===== config.mk =====
export PLATFORM = sky130hd
export DESIGN_NAME = dual_cmp_timer
export DESIGN_NICKNAME = d
export VERILOG_FILES = /design/src/rtl/dct_pkg.sv /design/src/rtl/dct_mode_dec.sv /design/src/rtl/dct_cmp.sv /design/src/rtl/dct_counter.sv /design/src/rtl/dct_flag.sv /design/src/rtl/dct_pin.sv /design/src/rtl/dual_cmp_timer.sv
export SDC_FILE = /design/constraint.sdc
export NUM_CORES = 1
export LEC_CHECK = 0
export ABC_AREA = 1
export BUFFER_PORTS_ARGS = -buffer_cell sky130_fd_sc_hd__buf_4
export CAP_MARGIN = 5
export CORE_ASPECT_RATIO = 1.5
export CORE_UTILIZATION = 42
export CTS_CLUSTER_DIAMETER = 30
export DETAILED_ROUTE_END_ITERATION = 8
export PLACE_DENSITY = 0.74
export RECOVER_POWER = 50
export SKIP_CTS_REPAIR_TIMING = 1
export SLEW_MARGIN = 25
export SYNTH_ARGS = -nofsm -noshare
export SYNTH_HDL_FRONTEND = slang
export SYNTH_SLANG_ARGS = --single-unit

===== constraint.sdc =====
create_clock -name clk -period 3.6 [get_ports clk]
set_input_delay 0.72 -clock clk [delete_from_list [all_inputs] [get_ports clk]]
set_output_delay 0.72 -clock clk [all_outputs]
set_load 0.1 [all_outputs]

===== src/rtl/dct_pkg.sv =====
package dct_pkg;

   typedef enum logic [1:0] {
      MODE_CMP_OUT = 2'b00,
      MODE_ALT_1   = 2'b01,
      MODE_ALT_2   = 2'b10,
      MODE_ALT_3   = 2'b11
   } mode_e;

   typedef enum logic [1:0] {
      ACT_NONE   = 2'b00,
      ACT_LOW    = 2'b01,
      ACT_HIGH   = 2'b10,
      ACT_TOGGLE = 2'b11
   } pin_act_e;

   function automatic logic apply_action(input pin_act_e act, input logic cur);
      logic nxt;
      case (act)
         ACT_LOW:    nxt = 1'b0;
         ACT_HIGH:   nxt = 1'b1;
         ACT_TOGGLE: nxt = ~cur;
         default:    nxt = cur;
      endcase
      return nxt;
   endfunction

endpackage


===== src/rtl/dct_mode_dec.sv =====
module dct_mode_dec
   import dct_pkg::*;
(
   input  logic       clk,
   input  logic       rst_n,
   input  logic       enable,
   input  logic [1:0] mode,
   output logic       run,
   output logic       en_rise
);
   logic en_q;

   always_ff @(posedge clk) begin
      if (!rst_n) en_q <= 1'b0;
      else        en_q <= enable;
   end

   assign run     = enable && (mode_e'(mode) == MODE_CMP_OUT);
   assign en_rise = enable && !en_q;
endmodule


===== src/rtl/dct_cmp.sv =====
module dct_cmp #(
   parameter int W = 10
) (
   input  logic         armed,
   input  logic [W-1:0] value,
   input  logic [W-1:0] ref_val,
   output logic         hit
);
   logic ref_zero;
   assign ref_zero = (ref_val == '0);
   assign hit      = armed && !ref_zero && (value == ref_val);
endmodule


===== src/rtl/dct_counter.sv =====
module dct_counter #(
   parameter int W = 10
) (
   input  logic         clk,
   input  logic         rst_n,
   input  logic         run,
   input  logic         restart,
   output logic [W-1:0] count
);
   localparam logic [W-1:0] ONE = {{(W-1){1'b0}}, 1'b1};

   always_ff @(posedge clk) begin
      if (!rst_n)       count <= '0;
      else if (!run)    count <= '0;
      else if (restart) count <= '0;
      else              count <= count + ONE;
   end
endmodule


===== src/rtl/dct_flag.sv =====
module dct_flag (
   input  logic clk,
   input  logic rst_n,
   input  logic set_ev,
   input  logic clr_stb,
   output logic flag
);
   always_ff @(posedge clk) begin
      if (!rst_n)      flag <= 1'b0;
      else if (set_ev) flag <= 1'b1;
      else if (clr_stb) flag <= 1'b0;
   end
endmodule


===== src/rtl/dct_pin.sv =====
module dct_pin
   import dct_pkg::*;
(
   input  logic       clk,
   input  logic       rst_n,
   input  logic       en_rise,
   input  logic       init_lvl,
   input  logic       a_hit,
   input  logic [1:0] pin_act,
   output logic       pin_out
);
   always_ff @(posedge clk) begin
      if (!rst_n)       pin_out <= 1'b0;
      else if (en_rise) pin_out <= init_lvl;
      else if (a_hit)   pin_out <= apply_action(pin_act_e'(pin_act), pin_out);
   end
endmodule


===== src/rtl/dual_cmp_timer.sv =====
module dual_cmp_timer
   import dct_pkg::*;
#(
   parameter int CNT_W = 10
) (
   input  logic             clk,
   input  logic             rst_n,
   input  logic             enable,
   input  logic [1:0]       mode,
   input  logic [1:0]       pin_act,
   input  logic             init_lvl,
   input  logic             clr_sel,
   input  logic [CNT_W-1:0] ccra,
   input  logic [CNT_W-1:0] ccrp,
   input  logic             a_flag_clr,
   input  logic             p_flag_clr,
   output logic [CNT_W-1:0] count,
   output logic             a_flag,
   output logic             p_flag,
   output logic             pin_out
);
   localparam int NUM_CMP = 2;
   localparam int IDX_A   = 0;
   localparam int IDX_P   = 1;

   if (!(CNT_W == 10 || CNT_W == 16)) begin : g_bad_width
      $error("dual_cmp_timer: CNT_W must be 10 or 16");
   end

   logic run, en_rise, restart;
   logic [NUM_CMP-1:0]            hit;
   logic [NUM_CMP-1:0]            set_ev;
   logic [NUM_CMP-1:0]            clr_stb;
   logic [NUM_CMP-1:0]            flags;
   logic [NUM_CMP-1:0][CNT_W-1:0] refs;

   assign refs[IDX_A]    = ccra;
   assign refs[IDX_P]    = ccrp;
   assign clr_stb[IDX_A] = a_flag_clr;
   assign clr_stb[IDX_P] = p_flag_clr;

   dct_mode_dec u_dec (
      .clk     (clk),
      .rst_n   (rst_n),
      .enable  (enable),
      .mode    (mode),
      .run     (run),
      .en_rise (en_rise)
   );

   for (genvar i = 0; i < NUM_CMP; i++) begin : g_cmp
      dct_cmp #(.W(CNT_W)) u_cmp (
         .armed   (run),
         .value   (count),
         .ref_val (refs[i]),
         .hit     (hit[i])
      );

      dct_flag u_flag (
         .clk     (clk),
         .rst_n   (rst_n),
         .set_ev  (set_ev[i]),
         .clr_stb (clr_stb[i]),
         .flag    (flags[i])
      );
   end

   // A events always flag; P events flag only when P owns the restart
   assign set_ev[IDX_A] = hit[IDX_A];
   assign set_ev[IDX_P] = hit[IDX_P] && !clr_sel;
   assign restart       = clr_sel ? hit[IDX_A] : hit[IDX_P];

   dct_counter #(.W(CNT_W)) u_cnt (
      .clk     (clk),
      .rst_n   (rst_n),
      .run     (run),
      .restart (restart),
      .count   (count)
   );

   dct_pin u_pin (
      .clk      (clk),
      .rst_n    (rst_n),
      .en_rise  (en_rise),
      .init_lvl (init_lvl),
      .a_hit    (hit[IDX_A]),
      .pin_act  (pin_act),
      .pin_out  (pin_out)
   );

   assign a_flag = flags[IDX_A];
   assign p_flag = flags[IDX_P];
endmodule


==> results.yml <==
layout:
  num-fill-cells: 241
  multiInputGateArea_sq_um: 618
  count_of_inserted_antenna_diode_cells: 0
  register_area_sq_um: 280
  num-nets-final: 253
  synthToLayoutAreaGrowth_pct: 34.5
  drive_above_1_share_pct: 23.6
yosys:
  post_synth_instance_area_sq_um: 1030
  yosys.cell_types.count: 22
  synth_area_leader_cell: "sky130_fd_sc_hd__dfxtp_1"
  yosys_warnings: 0
  synth.top_cells.by_area: "sky130_fd_sc_hd__dfxtp_1, sky130_fd_sc_hd__nand2_1, sky130_fd_sc_hd__nor2_1, sky130_fd_sc_hd__inv_1, sky130_fd_sc_hd__xor2_1"
  synth-seq-area-share_pct: 27.1
  synth_top_cell_area_share_pct: 27.1
  avgSynthCellArea_sq_um: 5.91
  ys_ff_latch: 14
  postSynthNetCount: 207
  syn_inst: 175
sta:
  worst_pin_slew_ns: 1.17
  timing.clock.skew_ns: 0.00772
  max_slew_margin_pct: 22.5
  fmaxAchievable_mhz: 453
  finalSetupTns_ns: 0
  final-max-slew-violation-count: 0
  post-route-period-util_pct: 61.3
  finalHoldViolCount: 0
  report.final.setup_viol: 0
  finalCriticalPeriod_ns: 2.21
  fin_worst_hold_slack_ns: 0.471
  unrepaired_setup_endpoints_after_global_routing: "no"
pwr:
  flop_pwr_share_pct: 45.8
  share_clk_of_total_power_pct: 33.6
  worst_vdd_drop_mv: 0.216
  p_switching_w: 0.0000930
  power.combinational.fraction_pct: 20.6
  internal_power_w: 0.000252
  netSwitchingFraction_pct: 26.9
  pwr_cell_area_nw_per_um2: 248
  cellLeakagePower_nw: 0.694
worst_setup_path:
  timing.critical_path.required_ns: 2.88
  arrival_ns: 1.49
  timing.critical_path.from: "g_cmp[1].u_flag.flag"
  end_kind: "output port"
  cpLargestDelayFamily: "buffers and inverters"
  worstSetupStartpointType: "register"
  crit_slowest_cell: "sky130_fd_sc_hd__clkbuf_1"
  cp_cell_sequence: "clkbuf_1"
  critical_path_buf_inv_count: 1
  crit_path_max_incr_delay_ns: 0.86
  crit-reg2reg-launch: "u_cnt.count[2]"
  worst-path-max-fanout: 2
  criticalPathCategory: "reg2out"
cts:
  clockBufferDepth: 2
  htreeDepth: 1
  cts.reportedPaths.clkPinSlew_ns: 0.10
  ctsRootBufferMaster: "sky130_fd_sc_hd__clkbuf_4"
  cts_tree: "yes"
  tritoncts.num_buffers: 3
  clk_latency_ns: 0.28
  clock_sinks: 14
routing:
  route.detailed.vias_per_inst: 4.82
  postRouteWirelength_mm: 2.51
  ant_nets: 0
  drt-initial-drc-count: 20
  dr.pass1.iters: 4
  drc_violation_count_after_routing: 0
  wl_per_cell_microns: 10.3
  routed-via-count: 1172
placed_design:
  globalplace.congestion: 0.821
  port_buffers: 43
  hpwl_mm: 2.15
outcome:
  status: "completed"
floorplanning:
  initial_utilization_pct: 45.3
  floorplan.die.width_microns: 42.5
  placement_rows: 21
  design.core.area_sq_um: 2290
  pin_count: 44
  full_die_area_sq_um: 2670
  die-height_microns: 62.8
global_routing:
  number_of_antenna_violations_at_the_first_check_in_global_routing: 0
  gr-total-overflow: 0
  grt_max_degree: 11
  grt.total_usage_pct: 20.6
  number_of_global_route_vias_before_repair: 1129
  grt_first_pass_wirelength_mm: 4.44
min_path:
  hold_class: "reg2reg"
  hp-start: "g_cmp[1].u_flag.flag"
run:
  max_cap_violations: 0
cell usage after synthesis:
library cell,number
sky130_fd_sc_hd__o21ai_0,3
sky130_fd_sc_hd__nand3_1,12
sky130_fd_sc_hd__nand3b_1,1
sky130_fd_sc_hd__nor2_2,3
sky130_fd_sc_hd__inv_1,30
sky130_fd_sc_hd__xor2_1,8
sky130_fd_sc_hd__nor2_4,1
sky130_fd_sc_hd__inv_2,1
sky130_fd_sc_hd__nand2_1,50
sky130_fd_sc_hd__nand3_2,3
sky130_fd_sc_hd__or2_2,1
sky130_fd_sc_hd__nand4_1,1
sky130_fd_sc_hd__clkbuf_2,1
sky130_fd_sc_hd__xnor2_1,4
sky130_fd_sc_hd__nor2_1,33
sky130_fd_sc_hd__ha_1,1
sky130_fd_sc_hd__nor3_2,1
sky130_fd_sc_hd__buf_4,1
sky130_fd_sc_hd__dfxtp_1,14
sky130_fd_sc_hd__nor3_1,2
sky130_fd_sc_hd__o22ai_1,1
sky130_fd_sc_hd__a21oi_1,3
stage by stage:
step	util, %	area, sq um	total power, W	cells	setup WS [ns]
2_1_floorplan	-	1030	0.000196	175	1.43
3_3_place_gp	60.1	1370	0.000232	239	1.79
3_5_place_dp	60.1	1370	0.000234	239	1.73
4_1_cts	61.7	1410	0.000349	243	1.74
5_1_grt	60.9	1390	0.000363	243	1.36
6_report	60.9	1390	0.000345	243	1.39
cell type report:
class / instances / share of cell area, %
inverter: 31 / 8.36
timing repair buffer: 43 / 22.4
multi-input combinational: 128 / 44.4
tap: 23 / 2.07
clock buffer: 4 / 2.61
sequential: 14 / 20.1
sequential cells by signal, indices dropped and copies added, names as in the netlist:
name,cells
g_cmp.u_flag.flag,2
u_cnt.count,10
u_dec.en_q,1
u_pin.pin_out,1
worst paths after layout:
path         slack [ns]  cells after the start              endpoint
min reg2reg        0.47                      2  g_cmp[1].u_flag.flag
min                0.47                      2  g_cmp[1].u_flag.flag
max reg2reg        1.95                      9        u_cnt.count[4]
max                1.39                      1                p_flag
cells in the final DEF, fill, tap and decap left out, drive strengths merged, types with 3 or more instances in the layout:
master   n
nor3     3
inv     31
xor2     8
nand3   15
nand2   50
xnor2    4
buf     39
dfxtp   14
a21oi    3
o21ai    3
clkbuf   8
nor2    37
metal layers:
layer / track usage [%] / vias to the layer above / part of all wire, %
li1: - / 617 / -
met1: 23.3 / 517 / 39
met2: 39.0 / 34 / 54
met3: 3.18 / 4 / 5.2
met4: 4.69 / 0 / 1.0
met5: 0 / - / 0
power by group through the flow:
stage / logic (W) / registers [W] / clock network [W]
3_5_place_dp: 0.0000721 / 0.000162 / 0
3_3_place_gp: 0.0000706 / 0.000162 / 0
4_1_cts: 0.0000723 / 0.000158 / 0.000118
6_report: 0.0000711 / 0.000158 / 0.000116
2_1_floorplan: 0.0000256 / 0.000170 / 0
5_1_grt: 0.0000795 / 0.000158 / 0.000125
cell families (layout without fill, tap and decap cells):
logic type	count (synthesis)	in the layout	share of synthesized area, %
buffers and inverters	33	78	12.5
AND/OR/NAND/NOR	108	108	45.6
adder cells (fa/ha/maj)	1	1	1.21
AO/OA/AOI/OAI	7	7	3.51
flip-flops	14	14	27.1
XOR/XNOR	12	12	10.2
(Power assumes the default switching activity.)
